===== src/rtl/burst_pred_pkg.sv =====
// Package: shared constants and the interleaved word-select function.
// Assumes a line of LINE_XFERS halfword transfers, two per doubleword.
package burst_pred_pkg;

    localparam int BUS_W      = 32;
    localparam int LINE_XFERS = 8;

    // Word select for transfer step: doubleword index XORed with saved bits,
    // halfword bit taken from the step's low bit.
    function automatic logic [2:0] word_select(input logic [1:0] la, input logic [2:0] step);
        return {la ^ step[2:1], step[0]};
    endfunction

endpackage


===== src/rtl/burst_capture.sv =====
// Captures the line address, saved word-select bits, qualifiers and the
// cacheability decode when a burst opens. Assumes load is only raised while
// the sequencer is idle; fields hold until the next load.
module burst_capture #(
    parameter int ADDR_W = burst_pred_pkg::BUS_W
) (
    input  logic              clk,
    input  logic              rst_n,
    input  logic              load,
    input  logic              active,
    input  logic [ADDR_W-1:2] cpu_addr,
    input  logic              mem_io,
    input  logic              write,
    input  logic              data,
    input  logic              pcd,
    input  logic              lock_n,
    input  logic              ken_n,
    output logic [ADDR_W-1:4] line_addr,
    output logic [1:0]        saved_ws,
    output logic              q_mem_io,
    output logic              q_write,
    output logic              q_data,
    output logic              cacheable
);

    // Capture every burst-constant field on load, clear on reset.
    always_ff @(posedge clk) begin
        if (!rst_n) begin
            line_addr <= '0;
            saved_ws  <= '0;
            q_mem_io  <= 1'b0;
            q_write   <= 1'b0;
            q_data    <= 1'b0;
            cacheable <= 1'b0;
        end else if (load) begin
            line_addr <= cpu_addr[ADDR_W-1:4];
            saved_ws  <= cpu_addr[3:2];
            q_mem_io  <= mem_io;
            q_write   <= write;
            q_data    <= data;
            cacheable <= ~pcd & lock_n & ~ken_n;
        end
    end

    // nothing captured changes while a burst runs
    p_hold_fields_r10: assert property (@(posedge clk) disable iff (!rst_n)
        active |=> ($stable(line_addr) && $stable(saved_ws) && $stable(q_mem_io)
                    && $stable(q_write) && $stable(q_data) && $stable(cacheable)));

    // cacheability follows the inputs seen at the load edge
    p_cache_decode_r8: assert property (@(posedge clk) disable iff (!rst_n)
        load |=> (cacheable == ($past(pcd) == 1'b0 && $past(lock_n) == 1'b1
                                && $past(ken_n) == 1'b0)));

endmodule


===== src/rtl/burst_sequencer.sv =====
// Tracks burst progress: active flag, transfer step and end pulse.
// Assumes xfer_ack only matters while active; last_n qualifies the final ack.
module burst_sequencer #(
    parameter int LINE_XFERS = burst_pred_pkg::LINE_XFERS,
    localparam int STEP_W    = $clog2(LINE_XFERS)
) (
    input  logic              clk,
    input  logic              rst_n,
    input  logic              start,
    input  logic              xfer_ack,
    input  logic              last_n,
    output logic              active,
    output logic [STEP_W-1:0] step,
    output logic              done,
    output logic              load
);

    // Open a burst only from idle.
    always_comb load = start & ~active;

    // Advance step per acknowledge; close the burst on the final acknowledge.
    always_ff @(posedge clk) begin
        if (!rst_n) begin
            active <= 1'b0;
            step   <= '0;
            done   <= 1'b0;
        end else begin
            done <= 1'b0;
            if (!active) begin
                step <= '0;
                if (start) active <= 1'b1;
            end else if (xfer_ack) begin
                if (!last_n) begin
                    active <= 1'b0;
                    done   <= 1'b1;
                end else begin
                    step <= step + STEP_W'(1);
                end
            end
        end
    end

    // final acknowledge closes the burst and raises the pulse
    p_end_of_burst_r9: assert property (@(posedge clk) disable iff (!rst_n)
        (active && xfer_ack && !last_n) |=> (!active && done));

    // end pulse lasts a single cycle
    p_done_single_r9: assert property (@(posedge clk) disable iff (!rst_n)
        done |=> !done);

    // no acknowledge, no step change
    p_step_hold_r11: assert property (@(posedge clk) disable iff (!rst_n)
        (active && !xfer_ack) |=> $stable(step));

endmodule


===== src/rtl/burst_addr_gen.sv =====
// Forms the predicted address and the halfword byte strobes from the captured
// fields and the current step. Purely combinational; assumes step counts
// acknowledged transfers since burst start.
module burst_addr_gen #(
    parameter int ADDR_W      = burst_pred_pkg::BUS_W,
    parameter int LINE_XFERS  = burst_pred_pkg::LINE_XFERS,
    localparam int STEP_W     = $clog2(LINE_XFERS)
) (
    input  logic              active,
    input  logic [STEP_W-1:0] step,
    input  logic [ADDR_W-1:4] line_addr,
    input  logic [1:0]        saved_ws,
    input  logic              last_n,
    input  logic [1:0]        cpu_be_hi_n,
    output logic [ADDR_W-1:1] mem_addr,
    output logic              mem_lo_be_n,
    output logic              mem_hi_be_n
);

    logic [2:0] ws;

    // Interleaved word select from saved bits and step.
    always_comb ws = burst_pred_pkg::word_select(saved_ws, 3'(step));

    // Assemble the address: line bits straight through, word bits predicted.
    always_comb mem_addr = {line_addr, ws};

    // Byte strobes: low always on in a burst; high predicted except on the last.
    always_comb begin
        mem_lo_be_n = ~active;
        if (!active)      mem_hi_be_n = 1'b1;
        else if (!last_n) mem_hi_be_n = ws[0] ? cpu_be_hi_n[1] : cpu_be_hi_n[0];
        else              mem_hi_be_n = 1'b0;
    end

endmodule


===== src/rtl/burst_addr_predictor.sv =====
// Top: burst memory address predictor. Connects the sequencer, the capture
// registers and the address generator. Assumes the processor holds last_n
// and the byte enables valid on every acknowledged transfer.
module burst_addr_predictor #(
    parameter int ADDR_W     = burst_pred_pkg::BUS_W,
    parameter int LINE_XFERS = burst_pred_pkg::LINE_XFERS,
    localparam int STEP_W    = $clog2(LINE_XFERS)
) (
    input  logic              clk,
    input  logic              rst_n,
    input  logic              start_strobe,
    input  logic [ADDR_W-1:2] cpu_addr,
    input  logic              mem_io,
    input  logic              write,
    input  logic              data,
    input  logic              pcd,
    input  logic              lock_n,
    input  logic              ken_n,
    input  logic              xfer_ack,
    input  logic              last_n,
    input  logic [1:0]        cpu_be_hi_n,
    output logic [ADDR_W-1:1] mem_addr,
    output logic              mem_lo_be_n,
    output logic              mem_hi_be_n,
    output logic              q_mem_io,
    output logic              q_write,
    output logic              q_data,
    output logic              cacheable,
    output logic              burst_active,
    output logic              burst_done
);

    logic              load;
    logic [STEP_W-1:0] step;
    logic [ADDR_W-1:4] line_addr;
    logic [1:0]        saved_ws;

    burst_sequencer #(.LINE_XFERS(LINE_XFERS)) seq_i (
        .clk(clk), .rst_n(rst_n), .start(start_strobe), .xfer_ack(xfer_ack),
        .last_n(last_n), .active(burst_active), .step(step), .done(burst_done),
        .load(load)
    );

    burst_capture #(.ADDR_W(ADDR_W)) cap_i (
        .clk(clk), .rst_n(rst_n), .load(load), .active(burst_active),
        .cpu_addr(cpu_addr), .mem_io(mem_io), .write(write), .data(data),
        .pcd(pcd), .lock_n(lock_n), .ken_n(ken_n), .line_addr(line_addr),
        .saved_ws(saved_ws), .q_mem_io(q_mem_io), .q_write(q_write),
        .q_data(q_data), .cacheable(cacheable)
    );

    burst_addr_gen #(.ADDR_W(ADDR_W), .LINE_XFERS(LINE_XFERS)) gen_i (
        .active(burst_active), .step(step), .line_addr(line_addr),
        .saved_ws(saved_ws), .last_n(last_n), .cpu_be_hi_n(cpu_be_hi_n),
        .mem_addr(mem_addr), .mem_lo_be_n(mem_lo_be_n), .mem_hi_be_n(mem_hi_be_n)
    );

    // the last step of a full line lands on the inverted saved doubleword, high half
    p_final_addr_r4: assert property (@(posedge clk) disable iff (!rst_n)
        (burst_active && step == STEP_W'(LINE_XFERS - 1))
            |-> (mem_addr[3:2] == ~saved_ws && mem_addr[1]));

    // low strobe tracks the burst flag
    p_lo_strobe_r6: assert property (@(posedge clk) disable iff (!rst_n)
        burst_active |-> !mem_lo_be_n);

endmodule


===== config.mk =====
export PLATFORM = sky130hd
export DESIGN_NAME = burst_addr_predictor
export DESIGN_NICKNAME = d
export VERILOG_FILES = /design/src/rtl/burst_pred_pkg.sv /design/src/rtl/burst_capture.sv /design/src/rtl/burst_sequencer.sv /design/src/rtl/burst_addr_gen.sv /design/src/rtl/burst_addr_predictor.sv
export SDC_FILE = /design/constraint.sdc
export NUM_CORES = 1
export LEC_CHECK = 0
export ABC_AREA = 1
export CORE_MARGIN = 1.5
export CORE_UTILIZATION = 38
export CTS_CLUSTER_DIAMETER = 80
export DETAILED_ROUTE_END_ITERATION = 16
export GPL_ROUTABILITY_DRIVEN = 0
export HOLD_SLACK_MARGIN = 0.03
export PLACE_DENSITY_LB_ADDON = 0.08
export SYNTH_ARGS = -nofsm -noshare
export SYNTH_HDL_FRONTEND = slang
export SYNTH_SLANG_ARGS = --single-unit
export TNS_END_PERCENT = 50

===== constraint.sdc =====
create_clock -name clk -period 1.1 [get_ports clk]
set_input_delay 0.22 -clock clk [delete_from_list [all_inputs] [get_ports clk]]
set_output_delay 0.22 -clock clk [all_outputs]
set_load 0.01 [all_outputs]

==> flow_summary.ini <==
[clock_network]
clkTransAtPathRegs_ns = 0.07
ctsHoldBuffers = 0
cts_tree = done
root_buffer = clkbuf_8
clockBufferDepth = 2
clkSinkCount = 39
htree_levels = 2
worstSkewPairLatency_ns = 0.28
cts_made_buffers = 5
post_cts_buffers = 0

[drt]
drt_first_iter_violations = 71
wl_met1_um = 1628
drc = 0
drt-total-wl_um = 3708
wl_met2_um = 1763
routedWlPerCell_um = 11.14
antenna_left = 0
num_vias = 1509
vias_per_cell = 4.532
drt-pass1-iter-count = 4
wl_met3_um = 268
top_layer = met4

[worst_hold_path]
min_path_type = flop to flop

[worst_setup_path]
critical_path_class = flop to primary output
path_cells = nor2_2 -> nor2_1 -> o21ai_1 -> nand2_1 -> buf_2
worstPathArrival_ns = 1.02
crit_slowest_cell = dfxtp_2
crit_path_max_incr_delay_ns = 0.34
worst-endpoint-required_ns = 0.88
setup.worst_path.start_class = flop
worstPathMaxFanout = 4
end_kind = primary output
reg2reg_slack_ns = 0.02

[sta]
period_needed_ns = 1.237
clock_skew_ns = 0.004648
worst_slack_ns = -0.1366
slew_headroom_pct = 84.48
worst_slew_pin_slew_ns = 0.2303
clock.fmax_mhz = 808.7
setup_viol = 5
rsz0062_at_grt = yes
slew_viol_final = 0
hold_viol = 0
finalCritPeriodShare_pct = 112.4

[power]
leakagePower_nw = 1.152
irDropWorstVdd_uv = 860.2
switchingPower_mw = 0.9198
p_comb_share_pct = 24.6
internal-power_mw = 2.433
clkPwrFrac_pct = 27.0
pwr-share-seq_pct = 48.4
swShare_pct = 27.43
p_per_area_nw_per_um2 = 1323

[floorplanning]
start_util_pct = 40.16
die_area_um2 = 4282
die_w_um = 65.44
io_pins = 82
core_region_area_um2 = 3689
rows = 22
die_y_um = 65.44

[yosys]
synth-seq-cells = 39
syn_nets = 233
netlist_instances = 189
synth.avg_cell_area_um2 = 7.838
synthTopCellsByArea = dfxtp_1 (53%), nor2_1 (19%), o21ai_0 (8.8%)
synth_cell_types = 18
syn_area_um2 = 1481
synth_top_area_share_pct = 52.70
synth_area_leader_cell = dfxtp_1
ys_seq_area_share_pct = 52.70
synth_warnings = 0

[status]
outcome = complete, but fails checks
violations = negative setup slack

[global_route]
grt_pass1_wl_um = 5809
antenna_found_initial = 0
grt_max_degree = 21
track_usage_pct = 17.78
grt_pass1_vias = 1331
grt-ovfl-total = 0

[final_layout]
antenna_cells = 0
syn_to_final_growth_pct = 71.03
nets = 328
drive_above_1_share_pct = 36.49
final_core_util_pct = 68.69
final_cell_mix = nor2_1 (50), clkdlybuf4s50_1 (41), clkbuf_2 (28)
design_area_um2 = 2534
layout_commonest_cell = nor2_1

[place]
hpwlAfterDp_um = 2605
io_buffers = 81
postPlaceCellArea_um2 = 2399

[run]
cap_violations = 0
-- synth_stat cells --
| cell | n |
|---|---|
| buf_2 | 1 |
| buf_4 | 2 |
| buf_6 | 5 |
| clkbuf_4 | 2 |
| dfxtp_1 | 39 |
| ha_1 | 1 |
| inv_1 | 9 |
| inv_2 | 1 |
| inv_6 | 1 |
| nand2_1 | 10 |
| nand2_4 | 1 |
| nand3_1 | 2 |
| nand4_1 | 1 |
| nor2_1 | 74 |
| nor3_1 | 1 |
| o21ai_0 | 26 |
| o21ai_1 | 11 |
| xor2_1 | 2 |
-- metrics by stage --
step	setup TNS, ns	total power, mW	setup WS, ns	cells	hold WS, ns
global route	-1.251	3.551	-0.2475	333	0.5005
floorplan	0	1.957	0.08093	189	0.2983
CTS	-0.3128	3.281	-0.1648	331	0.4859
global placement	-8.183	2.429	-0.5768	323	0.4594
detailed placement	-8.562	2.438	-0.5984	323	0.4694
finish	-0.2767	3.353	-0.1366	333	0.4799
-- timing repair --
item,CTS,global route
gates resized for setup,93,94
cloned,0,2
endpoints found under the setup margin,74,70
pin swaps,0,2
-- kinds of logic after synthesis --
group | synth area share [%]
compound gates | 12.50
xor+xnor | 1.183
fa+ha+maj | 0.8445
buf+inv | 9.289
flops | 52.70
simple gates | 23.48
-- per-layer routing --
metal | GRT usage (%) | vias to the layer above
met5 | 0 | -
met4 | 5.469 | 0
met1 | 19.74 | 670
li1 | - | 788
met2 | 30.48 | 45
met3 | 7.877 | 6
-- power by group through the flow --
stage / clock network [mW] / registers (mW) / logic, mW
floorplan: 0 / 1.67 / 0.283
global placement: 0 / 1.62 / 0.809
detailed placement: 0 / 1.62 / 0.815
CTS: 0.936 / 1.59 / 0.751
global route: 1.00 / 1.64 / 0.909
finish: 0.904 / 1.62 / 0.825
-- worst paths after layout --
check | start | to | depth (start not counted)
worst min register to register | cap_i.line_addr[9]$_SDFFE_PN0P_ | cap_i.line_addr[9]$_SDFFE_PN0P_ | 2
worst max-delay path | seq_i.step[0]$_SDFFE_PN0P_ | mem_hi_be_n | 5
worst min-delay path | cap_i.line_addr[9]$_SDFFE_PN0P_ | cap_i.line_addr[9]$_SDFFE_PN0P_ | 2
worst max register to register | seq_i.active$_SDFF_PN0_ | cap_i.saved_ws[1]$_SDFFE_PN0P_ | 7
-- sequential cells by signal, indices dropped and copies added, names as in the netlist --
signal and count:
cap_i.cacheable 1, cap_i.line_addr 28, cap_i.q_data 1, cap_i.q_mem_io 1
cap_i.q_write 1, cap_i.saved_ws 2, seq_i.active 1, seq_i.done 1
seq_i.step 3
-- final cells by class --
| cell class | instances | area (µm²) |
|---|---|---|
| clock buffers | 7 | 76.32 |
| repair buffers | 98 | 852.1 |
| clock inverters | 1 | 5.005 |
| well taps | 48 | 60.06 |
| multi-input cells | 129 | 691.9 |
| inverters | 11 | 48.80 |
| fillers | 362 | 1155 |
| flip-flops and latches | 39 | 799.5 |
-- critical path, delay by kind of cell (launching register included) --
kind | cells | cell delay (ns)
DFF | 1 | 0.34
and+or+nand+nor | 3 | 0.19
buffers and inverters | 1 | 0.13
AOI/OAI and AO/OA | 1 | 0.07
No activity file was read; power rests on OpenSTA's default activity.
